$ cat src/rtl/cmaint_pkg.sv
// Shared definitions for the cache maintenance sequencer.
// Assumes: state code values are visible to software and must not change.
package cmaint_pkg;
    typedef enum logic [4:0] {
        ST_IDLE  = 5'd0,
        ST_DATA  = 5'd12,
        ST_TAGRD = 5'd13,
        ST_EVICT = 5'd15,
        ST_INVAL = 5'd17
    } seq_state_e;

    localparam int REQ_FLUSH_BIT = 31;
    localparam int REQ_INVAL_BIT = 30;
    localparam int ST_FDONE_BIT  = 31;
    localparam int ST_IDONE_BIT  = 30;
    localparam int ST_FFAIL_BIT  = 29;
endpackage

$ cat src/rtl/cmaint_lines.sv
// Direct-mapped line store held in flops: valid, dirty, tag and data per set.
// Assumes: fill and dirty-clear never target the same set in one cycle;
// an invalidate overrides every other update.
module cmaint_lines #(
    parameter int SETS   = 4,
    parameter int IDX_W  = 2,
    parameter int TAG_W  = 8,
    parameter int DATA_W = 32
) (
    input  logic              clk,
    input  logic              rst_n,
    input  logic              fill_en,
    input  logic [IDX_W-1:0]  fill_idx,
    input  logic [TAG_W-1:0]  fill_tag,
    input  logic [DATA_W-1:0] fill_data,
    input  logic              fill_dirty,
    input  logic [IDX_W-1:0]  rd_idx,
    output logic              rd_valid,
    output logic              rd_dirty,
    output logic [TAG_W-1:0]  rd_tag,
    output logic [DATA_W-1:0] rd_data,
    input  logic              clr_en,
    input  logic [IDX_W-1:0]  clr_idx,
    input  logic              inval_all,
    output logic [SETS-1:0]   valid_vec,
    output logic [SETS-1:0]   dirty_vec
);
    logic [SETS*TAG_W-1:0]  tag_flat;
    logic [SETS*DATA_W-1:0] data_flat;

    for (genvar g = 0; g < SETS; g++) begin : g_line
        logic              v_q;
        logic              d_q;
        logic [TAG_W-1:0]  t_q;
        logic [DATA_W-1:0] x_q;

        // Per-set storage update: invalidate, then fill, then dirty clear.
        always_ff @(posedge clk) begin
            if (!rst_n) begin
                v_q <= 1'b0;
                d_q <= 1'b0;
                t_q <= '0;
                x_q <= '0;
            end else if (inval_all) begin
                v_q <= 1'b0;
                d_q <= 1'b0;
            end else if (fill_en && fill_idx == IDX_W'(g)) begin
                v_q <= 1'b1;
                d_q <= fill_dirty;
                t_q <= fill_tag;
                x_q <= fill_data;
            end else if (clr_en && clr_idx == IDX_W'(g)) begin
                d_q <= 1'b0;
            end
        end

        assign valid_vec[g] = v_q;
        assign dirty_vec[g] = d_q;
        assign tag_flat[g*TAG_W +: TAG_W]    = t_q;
        assign data_flat[g*DATA_W +: DATA_W] = x_q;
    end

    assign rd_valid = valid_vec[rd_idx];
    assign rd_dirty = dirty_vec[rd_idx];
    assign rd_tag   = tag_flat[rd_idx*TAG_W +: TAG_W];
    assign rd_data  = data_flat[rd_idx*DATA_W +: DATA_W];
endmodule

$ cat src/rtl/cmaint_errlat.sv
// Error address latch: loads the address of a writeback that got an error
// response; a software write of zero clears it.
// Assumes: a capture in the same cycle as a clear wins.
module cmaint_errlat #(
    parameter int ADDR_W = 32
) (
    input  logic              clk,
    input  logic              rst_n,
    input  logic              cap_en,
    input  logic [ADDR_W-1:0] cap_addr,
    input  logic              sw_clr,
    output logic [ADDR_W-1:0] err_addr
);
    // Capture or clear the stored address.
    always_ff @(posedge clk) begin
        if (!rst_n)      err_addr <= '0;
        else if (cap_en) err_addr <= cap_addr;
        else if (sw_clr) err_addr <= '0;
    end
endmodule

$ cat src/rtl/cmaint_fsm.sv
// Maintenance sequencer: owns the request and status bits and walks the sets
// for a flush, then runs an invalidate when one is pending.
// Assumes: requests are taken only while idle with no request outstanding.
module cmaint_fsm
    import cmaint_pkg::*;
#(
    parameter int SETS   = 4,
    parameter int IDX_W  = 2,
    parameter int TAG_W  = 8,
    parameter int DATA_W = 32,
    parameter int ADDR_W = 32,
    parameter int OFF_W  = 2
) (
    input  logic              clk,
    input  logic              rst_n,
    input  logic              req_wr,
    input  logic              req_flush_in,
    input  logic              req_inval_in,
    input  logic              rd_valid,
    input  logic              rd_dirty,
    input  logic [TAG_W-1:0]  rd_tag,
    input  logic [DATA_W-1:0] rd_data,
    input  logic              wb_ack,
    input  logic              wb_err,
    output logic [IDX_W-1:0]  rd_idx,
    output logic              clr_en,
    output logic [IDX_W-1:0]  clr_idx,
    output logic              inval_all,
    output logic              wb_req,
    output logic [ADDR_W-1:0] wb_addr,
    output logic [DATA_W-1:0] wb_data,
    output logic              cap_en,
    output logic [ADDR_W-1:0] cap_addr,
    output logic              req_flush_q,
    output logic              req_inval_q,
    output logic              fdone_q,
    output logic              idone_q,
    output logic              ffail_q,
    output logic              idle,
    output logic [4:0]        state_code
);
    seq_state_e        state_q, st_d;
    logic [IDX_W-1:0]  idx_q;
    logic [TAG_W-1:0]  h_tag;
    logic [DATA_W-1:0] h_data;
    logic              step, last, flush_end, accept, ack_hit;

    assign idle     = (state_q == ST_IDLE) && !req_flush_q && !req_inval_q;
    assign accept   = req_wr && idle && (req_flush_in || req_inval_in);
    assign last     = (idx_q == IDX_W'(SETS - 1));
    assign ack_hit  = (state_q == ST_EVICT) && wb_ack;

    // Next-state selection; step means the current set is finished.
    always_comb begin
        st_d = state_q;
        step = 1'b0;
        case (state_q)
            ST_IDLE: begin
                if (req_flush_q)      st_d = ST_TAGRD;
                else if (req_inval_q) st_d = ST_INVAL;
            end
            ST_TAGRD: begin
                if (rd_valid && rd_dirty) st_d = ST_DATA;
                else                      step = 1'b1;
            end
            ST_DATA:  st_d = ST_EVICT;
            ST_EVICT: step = wb_ack;
            ST_INVAL: st_d = ST_IDLE;
            default:  st_d = ST_IDLE;
        endcase
        if (step) begin
            if (!last)            st_d = ST_TAGRD;
            else if (req_inval_q) st_d = ST_INVAL;
            else                  st_d = ST_IDLE;
        end
    end

    assign flush_end = step && last;

    // State, set index and the held tag/data of the set being flushed.
    always_ff @(posedge clk) begin
        if (!rst_n) begin
            state_q <= ST_IDLE;
            idx_q   <= '0;
            h_tag   <= '0;
            h_data  <= '0;
        end else begin
            state_q <= st_d;
            if (state_q == ST_IDLE)    idx_q  <= '0;
            else if (step && !last)    idx_q  <= idx_q + IDX_W'(1);
            if (state_q == ST_TAGRD)   h_tag  <= rd_tag;
            if (state_q == ST_DATA)    h_data <= rd_data;
        end
    end

    // Request bits and completion status.
    always_ff @(posedge clk) begin
        if (!rst_n) begin
            req_flush_q <= 1'b0;
            req_inval_q <= 1'b0;
            fdone_q     <= 1'b0;
            idone_q     <= 1'b0;
            ffail_q     <= 1'b0;
        end else if (accept) begin
            req_flush_q <= req_flush_in;
            req_inval_q <= req_inval_in;
            idone_q     <= 1'b0;
            if (req_flush_in) begin
                fdone_q <= 1'b0;
                ffail_q <= 1'b0;
            end
        end else begin
            if (ack_hit && wb_err) ffail_q <= 1'b1;
            if (flush_end) begin
                req_flush_q <= 1'b0;
                fdone_q     <= 1'b1;
            end
            if (state_q == ST_INVAL) begin
                req_inval_q <= 1'b0;
                idone_q     <= 1'b1;
            end
        end
    end

    assign rd_idx     = idx_q;
    assign clr_en     = ack_hit;
    assign clr_idx    = idx_q;
    assign inval_all  = (state_q == ST_INVAL);
    assign wb_req     = (state_q == ST_EVICT);
    assign wb_addr    = ADDR_W'({h_tag, idx_q, {OFF_W{1'b0}}});
    assign wb_data    = h_data;
    assign cap_en     = ack_hit && wb_err;
    assign cap_addr   = wb_addr;
    assign state_code = state_q;
endmodule

$ cat src/rtl/cmaint_seq.sv
// Top of the cache maintenance sequencer: software access decode, line store,
// sequencer and error-address latch.
// Assumes: sw_sel=0 addresses the request word, sw_sel=1 the error address.
module cmaint_seq
    import cmaint_pkg::*;
#(
    parameter int SETS   = 4,
    parameter int TAG_W  = 8,
    parameter int DATA_W = 32,
    parameter int ADDR_W = 32,
    parameter int OFF_W  = 2,
    localparam int IDX_W = $clog2(SETS)
) (
    input  logic              clk,
    input  logic              rst_n,
    input  logic              sw_wr,
    input  logic              sw_sel,
    input  logic [31:0]       sw_wdata,
    output logic [31:0]       req_word,
    output logic [31:0]       stat_word,
    output logic [4:0]        state_code,
    output logic [ADDR_W-1:0] err_addr,
    input  logic              fill_en,
    input  logic [IDX_W-1:0]  fill_idx,
    input  logic [TAG_W-1:0]  fill_tag,
    input  logic [DATA_W-1:0] fill_data,
    input  logic              fill_dirty,
    output logic [SETS-1:0]   line_valid,
    output logic [SETS-1:0]   line_dirty,
    output logic              wb_req,
    output logic [ADDR_W-1:0] wb_addr,
    output logic [DATA_W-1:0] wb_data,
    input  logic              wb_ack,
    input  logic              wb_err
);
    logic              rd_valid, rd_dirty, clr_en, inval_all, cap_en, idle;
    logic [IDX_W-1:0]  rd_idx, clr_idx;
    logic [TAG_W-1:0]  rd_tag;
    logic [DATA_W-1:0] rd_data;
    logic [ADDR_W-1:0] cap_addr;
    logic              rq_f, rq_i, fdone, idone, ffail;

    cmaint_lines #(.SETS(SETS), .IDX_W(IDX_W), .TAG_W(TAG_W), .DATA_W(DATA_W)) u_lines (
        .clk(clk), .rst_n(rst_n),
        .fill_en(fill_en && idle), .fill_idx(fill_idx), .fill_tag(fill_tag),
        .fill_data(fill_data), .fill_dirty(fill_dirty),
        .rd_idx(rd_idx), .rd_valid(rd_valid), .rd_dirty(rd_dirty),
        .rd_tag(rd_tag), .rd_data(rd_data),
        .clr_en(clr_en), .clr_idx(clr_idx), .inval_all(inval_all),
        .valid_vec(line_valid), .dirty_vec(line_dirty)
    );

    cmaint_fsm #(.SETS(SETS), .IDX_W(IDX_W), .TAG_W(TAG_W), .DATA_W(DATA_W),
                 .ADDR_W(ADDR_W), .OFF_W(OFF_W)) u_fsm (
        .clk(clk), .rst_n(rst_n),
        .req_wr(sw_wr && !sw_sel),
        .req_flush_in(sw_wdata[REQ_FLUSH_BIT]), .req_inval_in(sw_wdata[REQ_INVAL_BIT]),
        .rd_valid(rd_valid), .rd_dirty(rd_dirty), .rd_tag(rd_tag), .rd_data(rd_data),
        .wb_ack(wb_ack), .wb_err(wb_err),
        .rd_idx(rd_idx), .clr_en(clr_en), .clr_idx(clr_idx), .inval_all(inval_all),
        .wb_req(wb_req), .wb_addr(wb_addr), .wb_data(wb_data),
        .cap_en(cap_en), .cap_addr(cap_addr),
        .req_flush_q(rq_f), .req_inval_q(rq_i),
        .fdone_q(fdone), .idone_q(idone), .ffail_q(ffail),
        .idle(idle), .state_code(state_code)
    );

    cmaint_errlat #(.ADDR_W(ADDR_W)) u_err (
        .clk(clk), .rst_n(rst_n),
        .cap_en(cap_en), .cap_addr(cap_addr),
        .sw_clr(sw_wr && sw_sel && (sw_wdata == 32'd0)),
        .err_addr(err_addr)
    );

    // Assemble the software-visible words from the individual bits.
    always_comb begin
        req_word  = '0;
        stat_word = '0;
        req_word[REQ_FLUSH_BIT] = rq_f;
        req_word[REQ_INVAL_BIT] = rq_i;
        stat_word[ST_FDONE_BIT] = fdone;
        stat_word[ST_IDONE_BIT] = idone;
        stat_word[ST_FFAIL_BIT] = ffail;
    end
endmodule

$ cat config.mk
export PLATFORM = sky130hd
export DESIGN_NAME = cmaint_seq
export DESIGN_NICKNAME = d
export VERILOG_FILES = /design/src/rtl/cmaint_pkg.sv /design/src/rtl/cmaint_lines.sv /design/src/rtl/cmaint_errlat.sv /design/src/rtl/cmaint_fsm.sv /design/src/rtl/cmaint_seq.sv
export SDC_FILE = /design/constraint.sdc
export NUM_CORES = 1
export LEC_CHECK = 0
export CAP_MARGIN = 10
export CORE_MARGIN = 2
export CORE_UTILIZATION = 68
export DETAILED_ROUTE_END_ITERATION = 12
export DONT_BUFFER_PORTS = 1
export PLACE_DENSITY = 0.84
export SETUP_SLACK_MARGIN = 0.2
export SLEW_MARGIN = 10
export SYNTH_ARGS = -nofsm -noshare
export SYNTH_HDL_FRONTEND = slang
export SYNTH_SLANG_ARGS = --single-unit
$ cat constraint.sdc
create_clock -name clk -period 3.6 [get_ports clk]
set_input_delay 0.18 -clock clk [delete_from_list [all_inputs] [get_ports clk]]
set_output_delay 0.18 -clock clk [all_outputs]
set_load 0.1 [all_outputs]
==> flow_summary.ini <==
[outcome]
status = finished, final reports clean

[critical_path]
cp.arrival_ns = 3.43
worstSetupPathType = flop to flop
rr_worst_depth = 8
crit_top_cell = dlygate4sd3_1
cp.required_ns = 4.00
worst_setup_path_end_kind = flop
slowest_stage = dlygate4sd3_1
cp_num_buf_inv = 4
r2r-end = u_lines.g_line[3].x_q[26]
path_max_fanout = 80
rr_startpoint = u_fsm.state_code[1]
cpLargestDelayFamily = buffers and inverters
ff2ff_setup_slack_ns = 0.57
critPathMaxStageDelay_ns = 0.59
critPathLaunch = u_fsm.state_code[1]
startpoint_type = flop
crit_chain = buf_4 > nor3_2 > nand4_1 > buf_12 > nand3_1 > dlygate4sd3_1 > o21ai_0 > dlygate4sd3_1

[timing]
worst_hold_slack_ns = 0.0313
final.setup.tns_ns = 0
tightestPinTransition_ns = 1.05
setup_slack_ns = 0.571
achievable-frequency_mhz = 330
drv_slew = 0
period_share_pct = 84.1
fin_crit_ns = 3.03
final-setup-viol-count = 0
finClkSkew_ns = 0.0211
maxSlewHeadroom_pct = 30.1
hold_viol = 0
rsz0062_at_grt = no

[flow_run]
cap_violations = 0

[synthesis]
netlist_area_sq_um = 9880
synth_warnings = 0
synth_top_cell_by_area = dfxtp_1
synth_ff_type = dfxtp_1
ys_types = 44
synth.avg_cell_area_sq_um = 9.13
seq_area_frac_synth_pct = 46.4
synth_area_leaders = dfxtp_1 46%, mux4_2 9.1%, buf_4 9.0%
ys_ff_latch = 229
synthMostInstantiatedCell = dfxtp_1
yosysTopAreaCellShare_pct = 46.4
synth_cells = 1083
synth_edf_count = 0
async_flop_share_pct = 0
synthTopCellsByCount = 229 x dfxtp_1, 164 x nand3_1, 162 x o21ai_0, 133 x nand2_1, 118 x buf_4

[power_and_ir_drop]
p_int_mw = 4.32
p_seq_share_pct = 43.4
ir_worst_vdd_v = 0.000401
power_mw = 6.32
power_frac_clock_pct = 38.4
power.density_nw_per_um2 = 552
p_leak_nw = 4.27
power.switching_mw = 2.00
pwr-share-comb_pct = 18.1
switching_share_pct = 31.6

[global_route]
track_usage_pct = 32.3
grt_use_met3_pct = 6.27
overflow = 0
antenna_found_initial = 0
grt_pass1_wl_mm = 41.4
grt_max_degree = 185
met1_usage_pct = 40.4
top_usage_layer = met2
first_global_vias = 8107
grtUsageMet2_pct = 54.2

[cells_and_area]
antenna_cells = 0
drive_gt1_share_pct = 9.97
layout.cells.non_filler = 1348
stdcell_area_sq_um = 11400
final_core_util_pct = 79.6
area_delta_synth_final_pct = 15.7
nNetsFinal = 1235

[die]
fp.dieArea_sq_um = 15500
core_area_sq_um = 14400
die_w_microns = 125
die_y_microns = 125
io_pins = 256
rows = 44
start_util_pct = 68.8

[hold_path]
min_to = u_fsm.clr_idx[1]
min_path_type = input port to flop
holdPathStages = 3
min_from = wb_ack

[drt]
first_pass_iters = 6
wl_per_cell_microns = 19.2
vias = 8426
postRouteAntennaNets = 0
drc = 0
via_per_inst = 6.25
wirelength_mm = 25.8
first_iter_violations = 1043

[clock_tree]
ctsRootBufferMaster = clkbuf_16
cts_tree = done
insertion_delay_ns = 0.52
cts.sinks = 229
cts_resized = 0
clkTransAtPathRegs_ns = 0.07
htree_levels = 1
clockBufferDepth = 3
cts_buffers = 22

[placement]
place.detailed.instances = 1191
hpwl_mm = 13.6
numPortBuffers = 0
post-place-ws_ns = 1.22
routabilityCongestion = 0.830
placed_cell_area_sq_um = 9480
## worst max-delay path by stage
stage | end | slack [ns] | cells past startpoint
6_report | u_lines.g_line[3].x_q[26] | 0.57 | 8
5_1_grt | u_lines.g_line[3].x_q[26] | 0.38 | 8
4_1_cts | u_lines.g_line[0].x_q[17] | 0.38 | 7
3_5_place_dp | u_lines.g_line[0].x_q[21] | 1.22 | 6
3_3_place_gp | u_lines.g_line[2].x_q[24] | 1.27 | 6
2_1_floorplan | u_err.err_addr[2] | 0.98 | 5
## layout make-up
type | count | area [sq um]
well taps | 184 | 230
multi-input cells | 741 | 4360
fillers | 830 | 2940
inverters | 10 | 37.5
repair buffers | 145 | 1440
clock inverters | 11 | 146
flip-flops and latches | 229 | 4590
clock buffers | 28 | 623
## cell usage in the layout (no fill, tap or decap), types with 3 or more instances in the layout
cell and count:
o21ai_0 162, inv_1 9, nand2_1 133, dlygate4sd3_1 113, o211a_1 3, clkinv_2 5
nand4_1 8, dfxtp_1 226, a41o_1 3, nor4_1 6, and3_1 12, a21boi_0 4
buf_4 27, and2_1 5, a32o_1 10, clkbuf_8 5, mux4_2 40, buf_12 4
clkbuf_16 22, conb_1 103, bufinv_16 3, a21oi_1 43, ha_1 4, nor2_1 8
nand3_1 164, mux2i_1 3, nand2b_1 4
## what timing repair did
action	CTS	global route
hold endpoints to repair	180	0
hold buffers	114	0
buffers inserted	0	4
setup endpoints to repair	0	1
## power groups by stage
stage | Sequential, mW | Clock, mW | Combinational (mW)
finish | 2.74 | 2.43 | 1.15
global route | 2.75 | 2.53 | 1.20
CTS | 2.74 | 2.42 | 1.12
detailed placement | 2.79 | 0 | 1.00
global placement | 2.78 | 0 | 0.985
floorplan | 2.83 | 0 | 0.974
## layer usage
| layer | part of all wire [%] | vias to the layer above |
|---|---|---|
| li1 | - | 3740 |
| met1 | 38 | 4038 |
| met2 | 49 | 543 |
| met3 | 8.6 | 105 |
| met4 | 4.0 | 0 |
| met5 | 0 | - |
## state kept, by name, indices dropped and copies added (netlist names)
register,count
u_fsm.state_code,4
u_lines.g_line.x_q,128
u_fsm.fdone_q,1
u_lines.g_line.t_q,32
u_fsm.idone_q,1
u_fsm.h_tag,8
u_fsm.ffail_q,1
u_fsm.req_inval_q,1
u_fsm.req_flush_q,1
u_fsm.clr_idx,2
u_lines.g_line.v_q,4
u_fsm.wb_data,32
u_err.err_addr,10
u_lines.g_line.d_q,4
## logic make-up after synthesis
kind of cell,count (synthesis),share of synthesized area (%)
multiplexers,43,9.42
adder cells (fa/ha/maj),4,0.506
AO/OA/AOI/OAI,233,12.9
flip-flops,229,46.4
buffers and inverters,215,13.4
AND/OR/NAND/NOR,358,17.4
other,1,0.0379
## worst reg2reg max path: cells and delay by family, from the launching register on
| kind | cells | cell delay (ns) |
|---|---|---|
| AOI/OAI and AO/OA | 1 | 0.11 |
| buffers and inverters | 4 | 1.68 |
| DFF | 1 | 0.30 |
| and+or+nand+nor | 3 | 0.84 |
Power figures use the tool's default switching activity.
